[src/rtl/ecc4_pkg.sv]
package ecc4_pkg;

  typedef enum logic [3:0] {
    S_IDLE, S_CHK, S_LOAD, S_SETTLE, S_SYN, S_CLR, S_KICK, S_POLL, S_DEC, S_FIX, S_DONE
  } seqState_t;

  // strobes from control to datapath
  typedef struct packed {
    logic capParity;
    logic loadInit;
    logic loadStep;
    logic capCount;
    logic fixInit;
    logic fixStep;
    logic fixEmit;
  } dpCtl_t;

  localparam logic [3:0] RES_FAIL  = 4'hF;
  localparam logic [3:0] RES_CLEAN = 4'h0;

endpackage

[src/rtl/ecc4_dp.sv]
module ecc4_dp
  import ecc4_pkg::*;
#(
  parameter int SECTOR  = 512,
  parameter int ECC_BYTES = 10,
  parameter int VAL_W   = 10,
  localparam int PBITS  = ECC_BYTES * 8,
  localparam int NVALS  = PBITS / VAL_W,
  localparam int IDX_W  = $clog2(NVALS),
  localparam int OFF_W  = $clog2(SECTOR),
  localparam int FW     = VAL_W + 2,
  localparam int BIAS   = SECTOR + 7
) (
  input  logic               clk,
  input  logic               rstN,
  input  dpCtl_t             ctl,
  input  logic [PBITS-1:0]   parityIn,
  input  logic [PBITS-1:0]   synVals,
  input  logic [17:0]        engStatus,
  input  logic [31:0]        errAddrLo,
  input  logic [31:0]        errAddrHi,
  input  logic [31:0]        errValLo,
  input  logic [31:0]        errValHi,
  output logic               erased,
  output logic [VAL_W-1:0]   loadData,
  output logic               lastLoad,
  output logic               synZero,
  output logic               engBusy,
  output logic [3:0]         engCode,
  output logic [2:0]         errCount,
  output logic               lastFix,
  output logic               fixValid,
  output logic [OFF_W-1:0]   fixOffset,
  output logic [7:0]         fixMask
);

  logic [PBITS-1:0] parityQ;
  logic [IDX_W-1:0] loadIdx;
  logic [1:0]       fixIdx;
  logic [31:0]      aWord, vWord;
  logic [VAL_W-1:0] rawAddr;
  logic [7:0]       rawVal;
  logic [FW-1:0]    flipped;
  logic             inRange;
  logic             unusedBits;

  always_ff @(posedge clk) begin
    if (!rstN) begin
      parityQ <= '0;
      loadIdx <= '0;
    end else begin
      if (ctl.capParity) parityQ <= parityIn;
      if (ctl.loadInit)      loadIdx <= IDX_W'(NVALS - 1);
      else if (ctl.loadStep) loadIdx <= loadIdx - 1'b1;
    end
  end

  assign erased   = &parityQ;
  assign loadData = parityQ[loadIdx*VAL_W +: VAL_W];
  assign lastLoad = (loadIdx == '0);
  assign synZero  = ~|synVals;

  // status fields
  assign engBusy = |engStatus[11:10];
  assign engCode = engStatus[11:8];

  always_ff @(posedge clk) begin
    if (!rstN) begin
      errCount <= '0;
      fixIdx   <= '0;
    end else begin
      if (ctl.capCount) errCount <= 3'(engStatus[17:16]) + 3'd1;
      if (ctl.fixInit)      fixIdx <= '0;
      else if (ctl.fixStep) fixIdx <= fixIdx + 1'b1;
    end
  end

  assign lastFix = (({1'b0, fixIdx} + 3'd1) == errCount);

  // pair select: index bit 1 picks the register, bit 0 the half
  assign aWord   = fixIdx[1] ? errAddrHi : errAddrLo;
  assign vWord   = fixIdx[1] ? errValHi  : errValLo;
  assign rawAddr = fixIdx[0] ? aWord[16 +: VAL_W] : aWord[0 +: VAL_W];
  assign rawVal  = fixIdx[0] ? vWord[23:16] : vWord[7:0];
  assign flipped = FW'(BIAS) - FW'(rawAddr);
  assign inRange = flipped < FW'(SECTOR);

  assign unusedBits = ^{engStatus[15:12], engStatus[7:0], aWord[31:16+VAL_W],
                        aWord[15:VAL_W], vWord[31:24], vWord[15:8]};

  always_ff @(posedge clk) begin
    if (!rstN) begin
      fixValid  <= 1'b0;
      fixOffset <= '0;
      fixMask   <= '0;
    end else begin
      fixValid  <= ctl.fixEmit & inRange;
      fixOffset <= flipped[OFF_W-1:0];
      fixMask   <= rawVal;
    end
  end

endmodule

[src/rtl/ecc4_ctl.sv]
module ecc4_ctl
  import ecc4_pkg::*;
#(
  parameter int TIMEOUT    = 10240,
  parameter int SETTLE_CYC = 2,
  localparam int LIM       = (TIMEOUT > SETTLE_CYC) ? TIMEOUT : SETTLE_CYC,
  localparam int CW        = $clog2(LIM + 1)
) (
  input  logic       clk,
  input  logic       rstN,
  input  logic       start,
  input  logic       erased,
  input  logic       lastLoad,
  input  logic       synZero,
  input  logic       engBusy,
  input  logic [3:0] engCode,
  input  logic [2:0] errCount,
  input  logic       lastFix,
  output dpCtl_t     ctl,
  output logic       loadValid,
  output logic       addrClr,
  output logic       calcStart,
  output logic       done,
  output logic [3:0] result
);

  seqState_t st, nxt;
  logic [CW-1:0] cnt;
  logic          cntClr, cntInc, finish;
  logic [3:0]    finVal;

  always_comb begin
    nxt    = st;
    ctl    = '0;
    cntClr = 1'b0;
    cntInc = 1'b0;
    finish = 1'b0;
    finVal = RES_CLEAN;
    unique case (st)
      S_IDLE: if (start) begin
        ctl.capParity = 1'b1;
        nxt = S_CHK;
      end
      S_CHK: if (erased) begin
        finish = 1'b1;
      end else begin
        ctl.loadInit = 1'b1;
        nxt = S_LOAD;
      end
      S_LOAD: begin
        ctl.loadStep = 1'b1;
        if (lastLoad) begin
          cntClr = 1'b1;
          nxt = S_SETTLE;
        end
      end
      S_SETTLE: begin
        cntInc = 1'b1;
        if (cnt == CW'(SETTLE_CYC - 1)) nxt = S_SYN;
      end
      S_SYN: if (synZero) finish = 1'b1;
             else nxt = S_CLR;
      S_CLR: nxt = S_KICK;
      S_KICK: begin
        cntClr = 1'b1;
        nxt = S_POLL;
      end
      S_POLL: begin
        cntInc = 1'b1;
        if (!engBusy) nxt = S_DEC;
        else if (cnt == CW'(TIMEOUT - 1)) begin
          finish = 1'b1;
          finVal = RES_FAIL;
        end
      end
      S_DEC: begin
        if (engCode == 4'd0) finish = 1'b1;
        else if (engCode == 4'd1) begin
          finish = 1'b1;
          finVal = RES_FAIL;
        end else begin
          ctl.capCount = 1'b1;
          ctl.fixInit  = 1'b1;
          nxt = S_FIX;
        end
      end
      S_FIX: begin
        ctl.fixEmit = 1'b1;
        ctl.fixStep = 1'b1;
        if (lastFix) begin
          finish = 1'b1;
          finVal = {1'b0, errCount};
        end
      end
      S_DONE: nxt = S_IDLE;
      default: nxt = S_IDLE;
    endcase
    if (finish) nxt = S_DONE;
  end

  always_ff @(posedge clk) begin
    if (!rstN) begin
      st     <= S_IDLE;
      cnt    <= '0;
      result <= RES_CLEAN;
    end else begin
      st <= nxt;
      if (cntClr)      cnt <= '0;
      else if (cntInc) cnt <= cnt + 1'b1;
      if (finish) result <= finVal;
    end
  end

  assign loadValid = (st == S_LOAD);
  assign addrClr   = (st == S_CLR);
  assign calcStart = (st == S_KICK);
  assign done      = (st == S_DONE);

endmodule

[src/rtl/ecc4_fix_seq.sv]
module ecc4_fix_seq
  import ecc4_pkg::*;
#(
  parameter int SECTOR     = 512,
  parameter int ECC_BYTES  = 10,
  parameter int VAL_W      = 10,
  parameter int TIMEOUT    = 10240,
  parameter int SETTLE_CYC = 2,
  localparam int PBITS     = ECC_BYTES * 8,
  localparam int OFF_W     = $clog2(SECTOR)
) (
  input  logic              clk,
  input  logic              rstN,
  input  logic              start,
  input  logic [PBITS-1:0]  parityBytes,
  output logic              loadValid,
  output logic [VAL_W-1:0]  loadData,
  input  logic [PBITS-1:0]  synVals,
  output logic              addrClr,
  output logic              calcStart,
  input  logic [17:0]       engStatus,
  input  logic [31:0]       errAddrLo,
  input  logic [31:0]       errAddrHi,
  input  logic [31:0]       errValLo,
  input  logic [31:0]       errValHi,
  output logic              fixValid,
  output logic [OFF_W-1:0]  fixOffset,
  output logic [7:0]        fixMask,
  output logic              done,
  output logic [3:0]        result
);

  dpCtl_t     ctl;
  logic       erased, lastLoad, synZero, engBusy, lastFix;
  logic [3:0] engCode;
  logic [2:0] errCount;

  ecc4_ctl #(.TIMEOUT(TIMEOUT), .SETTLE_CYC(SETTLE_CYC)) i_ctl (
    .clk(clk), .rstN(rstN), .start(start),
    .erased(erased), .lastLoad(lastLoad), .synZero(synZero),
    .engBusy(engBusy), .engCode(engCode), .errCount(errCount), .lastFix(lastFix),
    .ctl(ctl), .loadValid(loadValid), .addrClr(addrClr), .calcStart(calcStart),
    .done(done), .result(result)
  );

  ecc4_dp #(.SECTOR(SECTOR), .ECC_BYTES(ECC_BYTES), .VAL_W(VAL_W)) i_dp (
    .clk(clk), .rstN(rstN), .ctl(ctl),
    .parityIn(parityBytes), .synVals(synVals), .engStatus(engStatus),
    .errAddrLo(errAddrLo), .errAddrHi(errAddrHi),
    .errValLo(errValLo), .errValHi(errValHi),
    .erased(erased), .loadData(loadData), .lastLoad(lastLoad),
    .synZero(synZero), .engBusy(engBusy), .engCode(engCode),
    .errCount(errCount), .lastFix(lastFix),
    .fixValid(fixValid), .fixOffset(fixOffset), .fixMask(fixMask)
  );

endmodule

[config.mk]
export PLATFORM = sky130hd
export DESIGN_NAME = ecc4_fix_seq
export DESIGN_NICKNAME = d
export VERILOG_FILES = /design/src/rtl/ecc4_pkg.sv /design/src/rtl/ecc4_dp.sv /design/src/rtl/ecc4_ctl.sv /design/src/rtl/ecc4_fix_seq.sv
export SDC_FILE = /design/constraint.sdc
export NUM_CORES = 1
export LEC_CHECK = 0
export BUFFER_PORTS_ARGS = -buffer_cell sky130_fd_sc_hd__buf_4
export CORE_AREA = 3 3 133 135
export CTS_CLUSTER_SIZE = 24
export DETAILED_ROUTE_END_ITERATION = 8
export DIE_AREA = 0 0 136 138
export PLACE_DENSITY = 0.77
export SYNTH_ARGS = -nofsm -noshare
export SYNTH_HDL_FRONTEND = slang
export SYNTH_SLANG_ARGS = --single-unit
[constraint.sdc]
create_clock -name clk -period 3.45 [get_ports clk]
set_clock_uncertainty 0.1 [all_clocks]
set_input_delay 0 -clock clk [delete_from_list [all_inputs] [get_ports clk]]
set_output_delay 0 -clock clk [all_outputs]
set_load 0.01 [all_outputs]
==> results.sh, run 1 <==
export IMPL_post_drt_wl_per_cell_um=17.6
export IMPL_cts_resized=0
export IMPL_yosysSeqAreaShare_pct=41.1
export IMPL_cts_max_path_buffers=2
export IMPL_internal_power_mw=3.39
export IMPL_path_common_cell="inv_1"
export IMPL_path_max_fanout=6
export IMPL_max_freq_ghz=0.310
export IMPL_r2r_slack_ps=220
export IMPL_whs_path_depth=4
export IMPL_critical_path_slowest_cell="mux4_2"
export IMPL_status="completed"
export IMPL_cp_start_kind="flip-flop"
export IMPL_cp_arrival_ps=3470
export IMPL_hpwl_um=16200
export IMPL_dp_slack_ps=835
export IMPL_hold_viol=0
export IMPL_synth_edff_count=0
export IMPL_rsz0062_at_grt="no"
export IMPL_worstHoldStart="errAddrHi[6]"
export IMPL_crit_chain="mux4_2 -> dlygate4sd3_1 -> inv_1 -> ha_1 -> inv_1 -> or3_4 -> nor3_2 -> mux2_1 -> nor3_1"
export IMPL_clock_latency_ps=420
export IMPL_register_area_mm2=0.00256
export IMPL_p_per_area_mw_per_mm2=456
export IMPL_tightest_slew_ps=935
export IMPL_io_buffers=276
export IMPL_drtAntennaViolNets=0
export IMPL_p_seq_share_pct=36.9
export IMPL_p_sw_share_pct=27.4
export IMPL_relSlewSlack_pct=37.2
export IMPL_hold_slack_ps=20.3
export IMPL_multiInputGateArea_mm2=0.00345
export IMPL_synth_async_reset_ratio_pct=0
export IMPL_slew_viol_final=0
export IMPL_syn_area_mm2=0.00623
export IMPL_dr_pass1_iters=5
export IMPL_ys_types=48
export IMPL_vias_per_cell=5.30
export IMPL_gp_congestion=0.919
export IMPL_cap_violations=0
export IMPL_synth_cells=726
export IMPL_die_h_um=138
export IMPL_via_count=7054
export IMPL_power_frac_comb_pct=22.7
export IMPL_rows=47
export IMPL_setup_tns_ps=0
export IMPL_tritoncts="built"
export IMPL_cts_buffers=17
export IMPL_final_common_cell="buf_4"
export IMPL_postCtsSetupRepairBufs=0
export IMPL_reg2reg_to="i_dp.fixValid"
export IMPL_final_layout_size_suffix_gt1_share_pct=32.9
export IMPL_fin_ws_ps=220
export IMPL_critPathKind="flip-flop to flip-flop"
export IMPL_final_cell_mix="buf_4 (283), nand2_1 (214), dfxtp_1 (128)"
export IMPL_syn_area_per_cell_um2=8.59
export IMPL_power_leakage_nw=4.27
export IMPL_initial_core_util_pct=37.6
export IMPL_drt_initial_drc_count=518
export IMPL_grt_pass1_vias=7257
export IMPL_required_ps=3690
export IMPL_min_path_type="input port to flip-flop"
export IMPL_htree_levels=4
export IMPL_grt_total_usage_pct=24.4
export IMPL_fin_nets=1414
export IMPL_critPathMaxStageDelay_ps=570
export IMPL_p_clk_share_pct=40.4
export IMPL_clock_sinks=128
export IMPL_cts_root_buf="clkbuf_16"
export IMPL_syn_to_final_growth_pct=64.3
export IMPL_hold_end="i_dp.fixOffset[6]"
export IMPL_cp_end_kind="flip-flop"
export IMPL_die_w_um=136
export IMPL_setup_viol=0
export IMPL_grt_overflow=0
export IMPL_utilization_pct=61.8
export IMPL_finalCriticalPeriod_ps=3230
export IMPL_dieArea_mm2=0.0188
export IMPL_ys_ff_latch=128
export IMPL_hold_buffers=114
export IMPL_timing_rr_start="i_dp.fixIdx[1]"
export IMPL_grt_pass1_wl_um=36400
export IMPL_grt_max_degree=81
export IMPL_io_pins=345
export IMPL_clk_pin_slew_worst_paths_ps=60
export IMPL_peakVddDrop_mv=0.386
export IMPL_drt_total_wl_um=23400
export IMPL_switching_power_mw=1.28
export IMPL_drc_errors=0
export IMPL_core_mm2=0.0166
export IMPL_fillCellCount=1344
export IMPL_fin_crit_sh_pct=93.6
export IMPL_yosysWarnings=0
export IMPL_reg2regPathDepth=9
export IMPL_synth_nets=1042
export IMPL_ys_flop_type="dfxtp_1"
export IMPL_antenna_found_initial=1
[worst max-delay path by stage]
stage / to / slack (ps) / start
finish: i_dp.fixValid / 220 / i_dp.fixIdx[1]
global route: i_dp.fixValid / 4 / i_dp.fixIdx[1]
CTS: i_dp.fixValid / 270 / i_dp.fixIdx[1]
detailed placement: i_dp.fixValid / 840 / i_dp.fixIdx[1]
global placement: i_dp.fixValid / 910 / i_dp.fixIdx[1]
floorplan: i_dp.fixValid / 1020 / i_dp.fixIdx[1]
[synth_stat cells (2+ instances only)]
cell	instances	area share [%]
or3_1	2	0.20
and4_1	2	0.28
o32ai_1	3	0.42
nor4_1	33	3.3
nand4b_1	2	0.28
nor2_1	37	2.2
a21oi_1	86	6.9
nand4_1	31	3.1
mux4_2	38	14
dfxtp_1	128	41
inv_1	10	0.60
buf_1	3	0.18
o31a_1	2	0.28
and2_1	9	0.90
xor2_1	13	1.8
clkbuf_1	34	2.0
ha_1	7	1.4
nor3_2	2	0.32
o21ai_0	3	0.24
nand2b_1	2	0.20
buf_2	7	0.56
nor3_1	7	0.56
nor3b_1	2	0.24
nand2_1	214	13
o21ai_1	2	0.16
a211oi_1	4	0.48
xnor2_1	10	1.4
or3b_2	2	0.28
nand3_1	7	0.56
and3_1	6	0.60
[per-stage QoR]
stage	power (mW)	cell area, um2	std cells
2_1_floorplan	2.25	6230	726
3_3_place_gp	2.66	8480	1185
3_5_place_dp	2.69	8480	1185
4_1_cts	4.67	10200	1331
5_1_grt	4.87	10200	1332
6_report	4.67	10200	1332
[power groups by stage]
| stage | Combinational (mW) | Clock, mW | Sequential [mW] |
|---|---|---|---|
| 2_1_floorplan | 0.547 | 0 | 1.70 |
| 3_3_place_gp | 0.918 | 0 | 1.75 |
| 3_5_place_dp | 0.937 | 0 | 1.75 |
| 4_1_cts | 1.04 | 1.91 | 1.72 |
| 5_1_grt | 1.15 | 1.98 | 1.74 |
| 6_report | 1.06 | 1.89 | 1.73 |
[cell type report]
class                           count  share of cell area (%)
Inverter                           11                   0.403
Multi-Input combinational cell    542                    33.7
Clock buffer                       23                    4.86
Sequential cell                   128                    25.0
Tap cell                          220                    2.69
Timing Repair Buffer              398                    32.1
Antenna cell                        1                  0.0244
Clock inverter                      9                    1.26
[cell families (layout without fill, tap and decap cells)]
kind of cell,Yosys count,in the layout,synth area share [%]
flops,128,128,41.1
xor+xnor,23,23,3.23
compound gates,109,109,9.85
simple gates,363,363,26.7
buf+inv,56,441,3.63
fa+ha+maj,7,7,1.40
other cells,0,1,0
mux,40,40,14.1
[worst max-delay path: cells and delay by family, from the launching register on]
family / cells / cell delay, ps
buffers and inverters: 3 / 720
AND/OR/NAND/NOR: 3 / 730
flip-flops: 1 / 520
multiplexers: 2 / 910
adder cells (fa/ha/maj): 1 / 170
[routing by layer]
metal  wire length (um)  track usage, %  vias to the layer above  share of wire [%]
li1                   -               -                     3320                  -
met1               9070            28.6                     3291                 39
met2              11500            41.2                      371                 49
met3               2010            7.16                       72                8.6
met4                832            10.3                        0                3.6
met5                  0               0                        -                  0
[flip-flops by register name (all words and copies together) (netlist names)]
name,flops
i_dp.parityQ,80
i_ctl.cnt,14
i_dp.fixOffset,9
i_dp.fixMask,8
i_ctl.result,4
i_ctl.st,4
i_dp.errCount,3
i_dp.loadIdx,3
i_dp.fixIdx,2
i_dp.fixValid,1
Note: power is estimated with default switching activity, not from simulation.
==> run 2, diff against run 1 <==
Settings changed: BUFFER_PORTS_ARGS -buffer_cell sky130_fd_sc_hd__buf_4 to default, DONT_BUFFER_PORTS from default to 1, HOLD_SLACK_MARGIN from default to 0.06, PLACE_DENSITY 0.77 to 0.59.
==> run 2 against run 1 <==
Net effect:
- global-route usage down 2.7 points
- routed wire length down 12%
- highest routed layer unchanged
- via count down 16%
- critical path depth down 2
==> results.sh, run 2 (synthesized netlist as in run 1, its figures left out) <==
export IMPL_power_frac_comb_pct=18.3
export IMPL_clock_sinks=128
export IMPL_initial_core_util_pct=37.6
export IMPL_insertedDiodeCount=0
export IMPL_path_max_fanout=8
export IMPL_grt_overflow=0
export IMPL_setup_tns_ps=0
export IMPL_switching_power_mw=1.21
export IMPL_gp_congestion=0.937
export IMPL_post_drt_wl_per_cell_um=19.2
export IMPL_internal_power_mw=3.11
export IMPL_final_layout_size_suffix_gt1_share_pct=10.3
export IMPL_required_ps=3690
export IMPL_largest_reg_flops=80
export IMPL_dr_pass1_iters=5
export IMPL_tritoncts="built"
export IMPL_io_pins=345
export IMPL_antenna_found_initial=0
export IMPL_p_seq_share_pct=40.1
export IMPL_finalCriticalPeriod_ps=3160
export IMPL_rsz0062_at_grt="no"
export IMPL_cts_root_buf="clkbuf_16"
export IMPL_largest_register="i_dp.parityQ"
export IMPL_drt_initial_drc_count=421
export IMPL_final_cell_mix="nand2_1 (214), dlygate4sd3_1 (127), dfxtp_1 (127)"
export IMPL_drtAntennaViolNets=0
export IMPL_power_leakage_nw=2.96
export IMPL_syn_to_final_growth_pct=32.6
export IMPL_die_w_um=136
export IMPL_max_freq_ghz=0.317
export IMPL_clock_latency_ps=420
export IMPL_slew_viol_final=0
export IMPL_fin_nets=1152
export IMPL_drt_total_wl_um=20500
export IMPL_setup_viol=0
export IMPL_drc_errors=0
export IMPL_cp_start_kind="flip-flop"
export IMPL_status="completed"
export IMPL_hpwl_um=15300
export IMPL_clk_pin_slew_worst_paths_ps=60
export IMPL_dp_slack_ps=749
export IMPL_reg_top3="i_dp.parityQ (80), i_ctl.cnt (14), i_dp.fixOffset (9)"
export IMPL_p_per_area_mw_per_mm2=523
export IMPL_cp_arrival_ps=3400
export IMPL_die_h_um=138
export IMPL_tightest_slew_ps=912
export IMPL_io_buffers=0
export IMPL_fin_crit_sh_pct=91.5
export IMPL_final_common_cell="nand2_1"
export IMPL_post_dp_cell_area_mm2=0.00641
export IMPL_core_mm2=0.0166
export IMPL_p_clk_share_pct=41.6
export IMPL_min_path_type="input port to flip-flop"
export IMPL_cp_end_kind="flip-flop"
export IMPL_grt_pass1_wl_um=31800
export IMPL_p_sw_share_pct=28.0
export IMPL_grt_max_degree=44
export IMPL_dieArea_mm2=0.0188
export IMPL_critPathKind="flip-flop to flip-flop"
export IMPL_cts_max_path_buffers=2
export IMPL_cts_buffers=17
export IMPL_peakVddDrop_mv=0.347
export IMPL_total_power_mw=4.32
export IMPL_grt_total_usage_pct=21.7
export IMPL_cap_violations=0
export IMPL_rows=47
export IMPL_fin_ws_ps=294
export IMPL_htree_levels=4
export IMPL_relSlewSlack_pct=38.8
export IMPL_hold_viol=0
export IMPL_vias_per_cell=5.55
export IMPL_grt_pass1_vias=5946
export IMPL_via_count=5925
export IMPL_fin_area_mm2=0.00827
-- run 2: stage by stage --
| stage | hold WS (ps) | instances | utilization [%] |
|---|---|---|---|
| 2_1_floorplan | 36.0 | 726 | - |
| 3_3_place_gp | 26.3 | 910 | 38.7 |
| 3_5_place_dp | 29.5 | 910 | 38.7 |
| 4_1_cts | 69.3 | 1067 | 49.8 |
| 5_1_grt | 152 | 1067 | 49.9 |
| 6_report | 86.0 | 1067 | 49.9 |
-- run 2: final cells by class --
type	instances	area (um2)
Clock buffer	21	450
Clock inverter	9	134
Fill cell	1559	8320
Inverter	11	41.3
Multi-Input combinational cell	542	3450
Sequential cell	128	2560
Tap cell	220	275
Timing Repair Buffer	136	1350
-- run 2: path summary, 6_finish.rpt --
check	startpoint	endpoint	slack, ps	depth (start not counted)
min	engStatus[10]	i_ctl.st[3]	90	5
max	i_dp.fixIdx[1]	i_dp.fixValid	290	7
max reg2reg	i_dp.fixIdx[1]	i_dp.fixValid	290	7
min reg2reg	i_dp.parityQ[11]	i_dp.parityQ[11]	380	2
-- run 2: metal layers --
metal | up-vias | part of all wire (%) | global-route usage (%)
met5 | - | 0 | 0
met4 | 0 | 2.4 | 7.00
met3 | 40 | 8.7 | 6.65
met2 | 315 | 49 | 36.4
met1 | 2775 | 39 | 26.5
li1 | 2795 | - | -
-- run 2: worst max-delay path: stages, from the launching register on --
cell and delay [ps]:
dfxtp_2 480, mux4_2 550, dlygate4sd3_1 590, nor3_2 300
nand2_1 90, mux2_1 290, dlygate4sd3_1 550, nor3_1 110
-- run 2: what timing repair did --
item / 4_1_cts / 5_1_grt
hold buffers: 127 / 0
gates resized for setup: 0 / 1
endpoints found under the setup margin: 0 / 1
hold endpoints to repair: 127 / 0
setup buffers: 0 / 0
-- run 2: power by group through the flow --
| stage | sequential, mW | clock, mW | combinational (mW) |
|---|---|---|---|
| detailed placement | 1.76 | 0 | 0.670 |
| floorplan | 1.70 | 0 | 0.547 |
| CTS | 1.73 | 1.82 | 0.796 |
| global placement | 1.75 | 0 | 0.650 |
| finish | 1.73 | 1.80 | 0.791 |
| global route | 1.74 | 1.89 | 0.874 |
